==> config.mk <==
export PLATFORM = sky130hd
export DESIGN_NAME = gpio_pin_bank
export DESIGN_NICKNAME = d
export VERILOG_FILES = /design/src/rtl/gpio_pin_bank.sv
export SDC_FILE = /design/constraint.sdc
export NUM_CORES = 1
export LEC_CHECK = 0
export ABC_CLOCK_PERIOD_IN_PS = 1950
export BUFFER_PORTS_ARGS = -buffer_cell sky130_fd_sc_hd__buf_4
export CAP_MARGIN = 40
export CORE_ASPECT_RATIO = 1.2
export CORE_MARGIN = 2
export CORE_UTILIZATION = 25
export DETAILED_ROUTE_END_ITERATION = 16
export MAX_ROUTING_LAYER = met4
export REMOVE_ABC_BUFFERS = 1
export SLEW_MARGIN = 20
export SYNTH_ARGS = -nofsm -noshare
export SYNTH_HDL_FRONTEND = slang
export SYNTH_SLANG_ARGS = --single-unit
==> constraint.sdc <==
create_clock -name clk -period 1.95 [get_ports clk]
set_clock_uncertainty 0.15 [all_clocks]
set_input_delay 0.0975 -clock clk [delete_from_list [all_inputs] [get_ports clk]]
set_output_delay 0.0975 -clock clk [all_outputs]
set_load 0.05 [all_outputs]
==> src/rtl/gpio_pin_bank.sv <==
module gpio_pin_bank #(
  parameter int PINS     = 32,
  parameter int ADDR_W   = 12,
  parameter int BASE_IN  = 'h000,
  parameter int BASE_EN  = 'h040,
  parameter int BASE_DIR = 'h080,
  parameter int BASE_OUT = 'h0C0,
  parameter int BASE_PEN = 'h480,
  parameter int BASE_PUP = 'h4C0
) (
  input  logic              clk,
  input  logic              rst_n,
  input  logic              bus_sel,
  input  logic              bus_wr,
  input  logic [ADDR_W-1:0] bus_addr,
  input  logic [7:0]        bus_wdata,
  output logic [7:0]        bus_rdata,
  input  logic [PINS-1:0]   pad_in,
  output logic [PINS-1:0]   pad_out,
  output logic [PINS-1:0]   pad_oe,
  output logic [PINS-1:0]   pad_pu,
  output logic [PINS-1:0]   pad_pd,
  input  logic [PINS-1:0]   alt_out,
  input  logic [PINS-1:0]   alt_oe
);
  localparam int NB = PINS / 8;
  localparam int IW = (NB > 1) ? $clog2(NB) : 1;

  logic [PINS-1:0] en_q, dir_q, out_q, pen_q, pup_q, meta_q, in_sync;
  logic [IW+2:0]   lo;
  logic            hit_in, hit_en, hit_dir, hit_out, hit_pen, hit_pup, wr_hit, rd_hit;
  logic [7:0]      rd_mux;

  function automatic logic in_group(input logic [ADDR_W-1:0] a, input int base);
    return (int'(a) >= base) && (int'(a) < base + NB);
  endfunction

  assign hit_in  = in_group(bus_addr, BASE_IN);
  assign hit_en  = in_group(bus_addr, BASE_EN);
  assign hit_dir = in_group(bus_addr, BASE_DIR);
  assign hit_out = in_group(bus_addr, BASE_OUT);
  assign hit_pen = in_group(bus_addr, BASE_PEN);
  assign hit_pup = in_group(bus_addr, BASE_PUP);
  assign wr_hit  = hit_en | hit_dir | hit_out | hit_pen | hit_pup;
  assign rd_hit  = wr_hit | hit_in;
  assign lo      = {bus_addr[IW-1:0], 3'b000};

  always_ff @(posedge clk or negedge rst_n)
    if (!rst_n) begin
      meta_q  <= '0;
      in_sync <= '0;
    end else begin
      meta_q  <= pad_in;
      in_sync <= meta_q;
    end

  always_ff @(posedge clk or negedge rst_n)
    if (!rst_n) begin
      en_q  <= '0;
      dir_q <= '0;
      out_q <= '0;
      pen_q <= '0;
      pup_q <= '0;
    end else if (bus_sel && bus_wr) begin
      if (hit_en)  en_q[lo +: 8]  <= bus_wdata;
      if (hit_dir) dir_q[lo +: 8] <= bus_wdata;
      if (hit_out) out_q[lo +: 8] <= bus_wdata;
      if (hit_pen) pen_q[lo +: 8] <= bus_wdata;
      if (hit_pup) pup_q[lo +: 8] <= bus_wdata;
    end

  always_comb begin
    rd_mux = '0;
    if (hit_in)       rd_mux = in_sync[lo +: 8];
    else if (hit_en)  rd_mux = en_q[lo +: 8];
    else if (hit_dir) rd_mux = dir_q[lo +: 8];
    else if (hit_out) rd_mux = out_q[lo +: 8];
    else if (hit_pen) rd_mux = pen_q[lo +: 8];
    else if (hit_pup) rd_mux = pup_q[lo +: 8];
  end

  always_ff @(posedge clk or negedge rst_n)
    if (!rst_n) bus_rdata <= '0;
    else        bus_rdata <= (bus_sel && !bus_wr) ? rd_mux : 8'h00;

  assign pad_out = (en_q & out_q) | (~en_q & alt_out);
  assign pad_oe  = (en_q & dir_q) | (~en_q & alt_oe);
  assign pad_pu  = pen_q & pup_q;
  assign pad_pd  = pen_q & ~pup_q;

  AST_PULL_EXCLUSIVE: assert property (@(posedge clk) disable iff (!rst_n)
    (pad_pu & pad_pd) == '0);
  AST_SYNC_DEPTH: assert property (@(posedge clk) disable iff (!rst_n)
    ($past(rst_n) && $past(rst_n, 2)) |-> in_sync == $past(pad_in, 2));
  AST_IGNORED_WRITE: assert property (@(posedge clk) disable iff (!rst_n)
    (bus_sel && bus_wr && !wr_hit) |=> $stable({en_q, dir_q, out_q, pen_q, pup_q}));
  AST_UNMAPPED_READ: assert property (@(posedge clk) disable iff (!rst_n)
    (bus_sel && !bus_wr && !rd_hit) |=> bus_rdata == 8'h00);
  AST_IDLE_RDATA: assert property (@(posedge clk) disable iff (!rst_n)
    !(bus_sel && !bus_wr) |=> bus_rdata == 8'h00);
endmodule

# Word level (Yosys, flattened, before mapping)

Cells that the tools add are included.

Output and inout port bits: 136
Flip-flop bits (word level): 232
Bits of input ports: 120
Logic and storage cells: 63

Mux-type cells: 12
Shifts and indexed selects: 8
Magnitude comparators: 11
Bitwise gates (word level): 10
Add/sub/neg operators: 1
Reductions and logical operators: 13

Operators by type and width:

| kind                   | number |
|---|---|
| $and 32x32->32         | 6 |
| $shiftx 32x6->8        | 6 |
| $bwmux 32              | 5 |
| $not 32->32            | 2 |
| $or 32x32->32          | 2 |
| $mux 8                 | 7 |
| $shift 8x7->32 const A | 1 |
| $shiftx 8x7->32        | 1 |
| $ge 12x11->1 const B   | 2 |
| $ge 12x8->1 const B    | 2 |
| $lt 12x11->1 const B   | 2 |
| $lt 12x8->1 const B    | 2 |
| $ge 12x7->1 const B    | 1 |
| $lt 12x3->1 const B    | 1 |
| $lt 12x7->1 const B    | 1 |
| $reduce_and 2->1       | 5 |
| $logic_and 1x1->1      | 7 |
| $neg 5->7              | 1 |
| $logic_not 1->1        | 1 |

# Depth between registers and ports, before layout

Depth after elaboration: 9
Gate-level depth with buffers: 8
Depth with buffers taken out: 5

# Least setup slack after synthesis

Ideal clock, no wire load.

Kind: in2reg
Start point: in bus_addr[1]
End point: reg dir_q[23]
Required time: 1.717 ns
Path slack: -0.140 ns
Arrival time: 1.857 ns
Stages: 6
Buffers on the path: 1
Cells stage by stage: clkbuf_1 > inv_1 > ha_1 > nor3b_1 > nand2_1 > o21ai_0

Longest elaborated chain between the ends: 3
Elaborated cells between the ends (all ways): 8
Classes of those cells: add/sub: 1; order compare: 2; shift: 2; mux: 1; reduce/logical: 2

Ends and longest elaborated chain:

| element                                       | line | source |
|---|---|---|
| start, declared                               | 15   | `input logic [ADDR_W-1:0] bus_addr,` |
| $neg 5->7 (tied with other cells)             | 66   | `if (hit_dir) dir_q[lo +: 8] <= bus_wdata;` |
| $shiftx 8x7->32 (tied with other cells)       | 66   |  |
| $bwmux 32 or $reduce_and 2->1 (tied branches) | --   |  |
| end signal, assigned by index                 | 66   |  |
| end, declared                                 | 29   | `logic [PINS-1:0] en_q, dir_q, out_q, pen_q, pup_q, meta_q, in_sync;` |

Parallel ways exist; a longest one is shown, timed or not.
A chain may end at the register's enable or synchronous reset.

# Worst setup path after layout

Start point: reg en_q[22]
End point: out pad_oe[22]

Longest elaborated chain between the ends: 3
Elaborated cells between the ends (all ways): 4
Classes of those cells: bitwise: 4

Ends and longest elaborated chain:

| element                         | line | source |
|---|---|---|
| start, declared                 | 29   |  |
| start signal, assigned by index | 65   | `if (hit_en) en_q[lo +: 8] <= bus_wdata;` |
| $not 32->32                     | 87   | `assign pad_oe = (en_q & dir_q) \| (~en_q & alt_oe);` |
| $and 32x32->32                  | 87   |  |
| $or 32x32->32 (*)               | 87   |  |
| end, declared                   | 20   | `output logic [PINS-1:0] pad_oe,` |

Every way passes the cells marked *; elsewhere a longest branch is shown, timed or not.

==> metrics.md <==
| Metric | Value |
|---|---|
| Status | `complete, no violations` |
| Largest net degree at the start of global routing | `64` |
| Synth Area in Compound Gates | `a little under an eighth` |
| Die X | `roughly 190 um` |
| Layout Nets | `~1400` |
| Critical path data required time | `around 1.7 ns` |
| First DRT Iteration DRCs | `~610` |
| Most common cell after layout, fill and taps aside | `buf_4` |
| CTS H-tree depth | `1` |
| CTS Sinks | `between 200 and 250` |
| Rows | `82` |
| Reg clk slew, reported paths | `0.06 ns` |
| Crit share post-route | `around 94%` |
| Die H | `between 200 and 250 um` |
| Slowest stage delay, CP | `roughly 0.48 ns` |
| Area growth syn-to-layout | `42.7%` |
| Average footprint of a synthesized cell | `approximately 11 um2` |
| Overflow after GRT | `0` |
| RD Place Congestion | `between 0.8 and 0.9` |
| Share of cells above drive strength 1 | `36.1%` |
| Worst slack at placement | `-0.212 ns` |
| Reg2Reg Depth | `6` |
| Synth cell types | `41` |
| Critical Path Fanout Max | `4` |
| Postcts setup bufs | `0` |
| Fin. max-slew vios | `0` |
| Headroom to the max-slew limit | `roughly 50%` |
| Final Hold Fails | `0` |
| Startpoint Class | `register` |
| Starting Density | `between 20% and 30%` |
| VDD IR max | `between 0.0005 and 0.0006 V` |
| Worst path slowest cell | `dfrtp_1` |
| Die ar. | `0.0438 mm2` |
| Overall power consumption | `between 10 and 15 mW` |
| # setup viols final | `0` |
| Routed len/inst | `around 20 um` |
| HPWL after DPL | `between 20 and 30 mm` |
| DP Cell Count | `~1800` |
| Worst Min Path Start | `bus_addr[6]` |
| Gate Count Post-Synth | `950` |
| Worst Hold End | `bus_rdata[0]` |
| First-pass GRT wire length | `between 50 and 60 mm` |
| Source of the critical timing path | `en_q[22]` |
| Worst Setup Path Type | `reg -> out` |
| Max frequency | `547 MHz` |
| Root Buffer | `clkbuf_16` |
| Syn Std Cell Area | `0.0105 mm2` |
| Vias per cell | `approximately 4.7` |
| Port Buffers | `between 200 and 300` |
| Actual slew at the worst max-slew pin | `approximately 0.74 ns` |
| # fillers | `~4200` |
| Mux contribution to synthesized area | `roughly 17%` |
| Synth Area in Adders | `less than 1%` |
| TritonCTS clock tree | `built` |
| Final Critical Period | `1.83 ns` |
| Clock network latency to the later pin of the worst-skew pair | `roughly 0.54 ns` |
| DR pass1 iterations | `8` |
| #FFs+latches synth | `~230` |
| CTS Buf Count | `25` |
| DRT Wirelength | `38.1 mm` |
| Slack of the worst reg-to-reg path | `around 0.13 ns` |
| Core Footprint | `between 0.04 and 0.05 mm2` |
| Largest family of logic cells by synthesized area | `multiplexers` |
| Vias in the first global route | `roughly 9000` |
| Crit. End Element | `output port` |
| Min-Delay Path Class | `in -> reg` |
| CP Cell Sequence | `mux2_2, buf_4` |
| Worst setup margin | `0.121 ns` |
| R2R Path End | `bus_rdata[4]` |
| # DRC | `0` |
| Longest Clk Path Bufs | `3` |
| R2r startpoint | `pen_q[12]` |
| Hold depth | `5` |
| Synth Warn # | `0` |
| Most frequent cells in the layout | `322 x buf_4, 232 x dfrtp_1, 211 x nand2_1` |
| Simple-gate share of the synthesized area | `between 10 and 15%` |
| Via count | `between 8000 and 9000` |
| RSZ-0062 raised after global routing | `no` |
| Post-route insts no fill | `around 1900` |
| GRT Total Usage | `~18%` |
| Pleak | `about 6.8 nW` |
| Initial antenna violation count | `1` |
| Max cap viols | `0` |
| Register area share after synthesis | `between 50 and 60%` |
| Final ANT Viol Nets | `0` |
| Ports | `256` |
| PwrDens | `752 mW/mm2` |
| Xor/xnor cell area share of the yosys netlist | `0%` |
| Crit path DAT | `1.58 ns` |
[flip-flops by register name, summed over array words and instances (netlist names)]
register,flops
dir_q,32
en_q,32
pen_q,32
meta_q,32
out_q,32
bus_rdata,8
in_sync,32
pup_q,32
[cell usage after synthesis]
master	instances	area share, %
inv_1	3	0.11
nor3_1	4	0.19
ha_1	5	0.59
mux2_2	65	6.9
or2_1	1	0.059
o22ai_1	3	0.18
o21ai_0	156	7.4
nand4_1	4	0.24
nand3_1	16	0.76
or2_2	1	0.059
a22oi_1	11	0.78
mux4_2	31	6.6
buf_4	2	0.14
nand2b_1	2	0.12
or4_4	1	0.11
o21ai_1	6	0.28
o31ai_2	3	0.36
a2111oi_0	2	0.17
buf_2	10	0.47
nor4bb_1	1	0.095
a221o_1	4	0.38
a22o_1	3	0.25
nor2_1	6	0.21
o311a_1	1	0.095
a221oi_1	5	0.42
a21boi_0	3	0.21
nor2b_1	36	2.1
nand2_1	211	7.5
clkbuf_1	31	1.1
o221ai_1	4	0.33
dfrtp_1	232	55
nor3b_2	1	0.12
a211oi_1	3	0.21
nand4b_1	4	0.33
or3_1	2	0.12
nor3b_1	3	0.21
and2_1	35	2.1
buf_1	3	0.11
o32ai_1	3	0.25
nor4_2	1	0.12
mux2i_1	32	3.0
[through the flow]
step	util, %	TNS [ns]	hold WS, ns	area (um2)
after CTS	36.1	0	0.00943	15000
final	36.1	0	0.0242	15000
after global placement	32.7	-6.00	-0.0986	13600
after floorplan	-	-140.68	-0.348	10300
after detailed placement	32.8	-10.58	-0.0949	13600
after global routing	36.1	0	0.0562	15000
[report_power, final]
part	switching (mW)	total [mW]	internal (mW)
clock network	1.99	5.20	3.21
registers	0.0176	4.90	4.88
logic	0.696	1.21	0.513
[worst max path at each step]
stage,to,depth (start not counted)
2_1_floorplan,dir_q[31],5
3_3_place_gp,dir_q[30],8
3_5_place_dp,dir_q[28],8
4_1_cts,bus_rdata[4],6
5_1_grt,bus_rdata[4],6
6_report,pad_oe[22],2
[cells by family after synthesis]
| kind of cell | after synthesis |
|---|---|
| compound gates | 207 |
| fa+ha+maj | 5 |
| buf+inv | 49 |
| flops | 232 |
| mux | 128 |
| simple gates | 329 |
[per-layer routing]
metal	vias up	global-route usage [%]	wire length, um
met5	-	-	0
met4	0	5.99	1260
met3	64	2.78	2300
met2	340	29.1	18500
met1	4242	22.3	16100
li1	4093	-	-
[timing repair]
item | in CTS | in global routing
resized for setup | 0 | 1
setup endpoints to repair | 0 | 1
endpoints found under the hold margin | 426 | 0
hold buffers | 47 | 0
[worst max-delay path, delay by kind of cell, from the launching register on]
family	cells	cell delay, ns
mux	1	0.37
flops	1	0.48
buf+inv	1	0.19
[cell type report]
| cell class | instances | area (um2) | area share [%] |
|---|---|---|---|
| inverter | 3 | 11.3 | 0.0749 |
| timing repair buffer | 379 | 3080 | 20.5 |
| tap | 546 | 683 | 4.54 |
| antenna | 1 | 2.50 | 0.0166 |
| multi-input combinational | 669 | 4540 | 30.2 |
| clock buffer | 32 | 702 | 4.67 |
| sequential | 232 | 5810 | 38.6 |
| clock inverter | 13 | 208 | 1.38 |
Note: power is estimated with default switching activity, not from simulation.
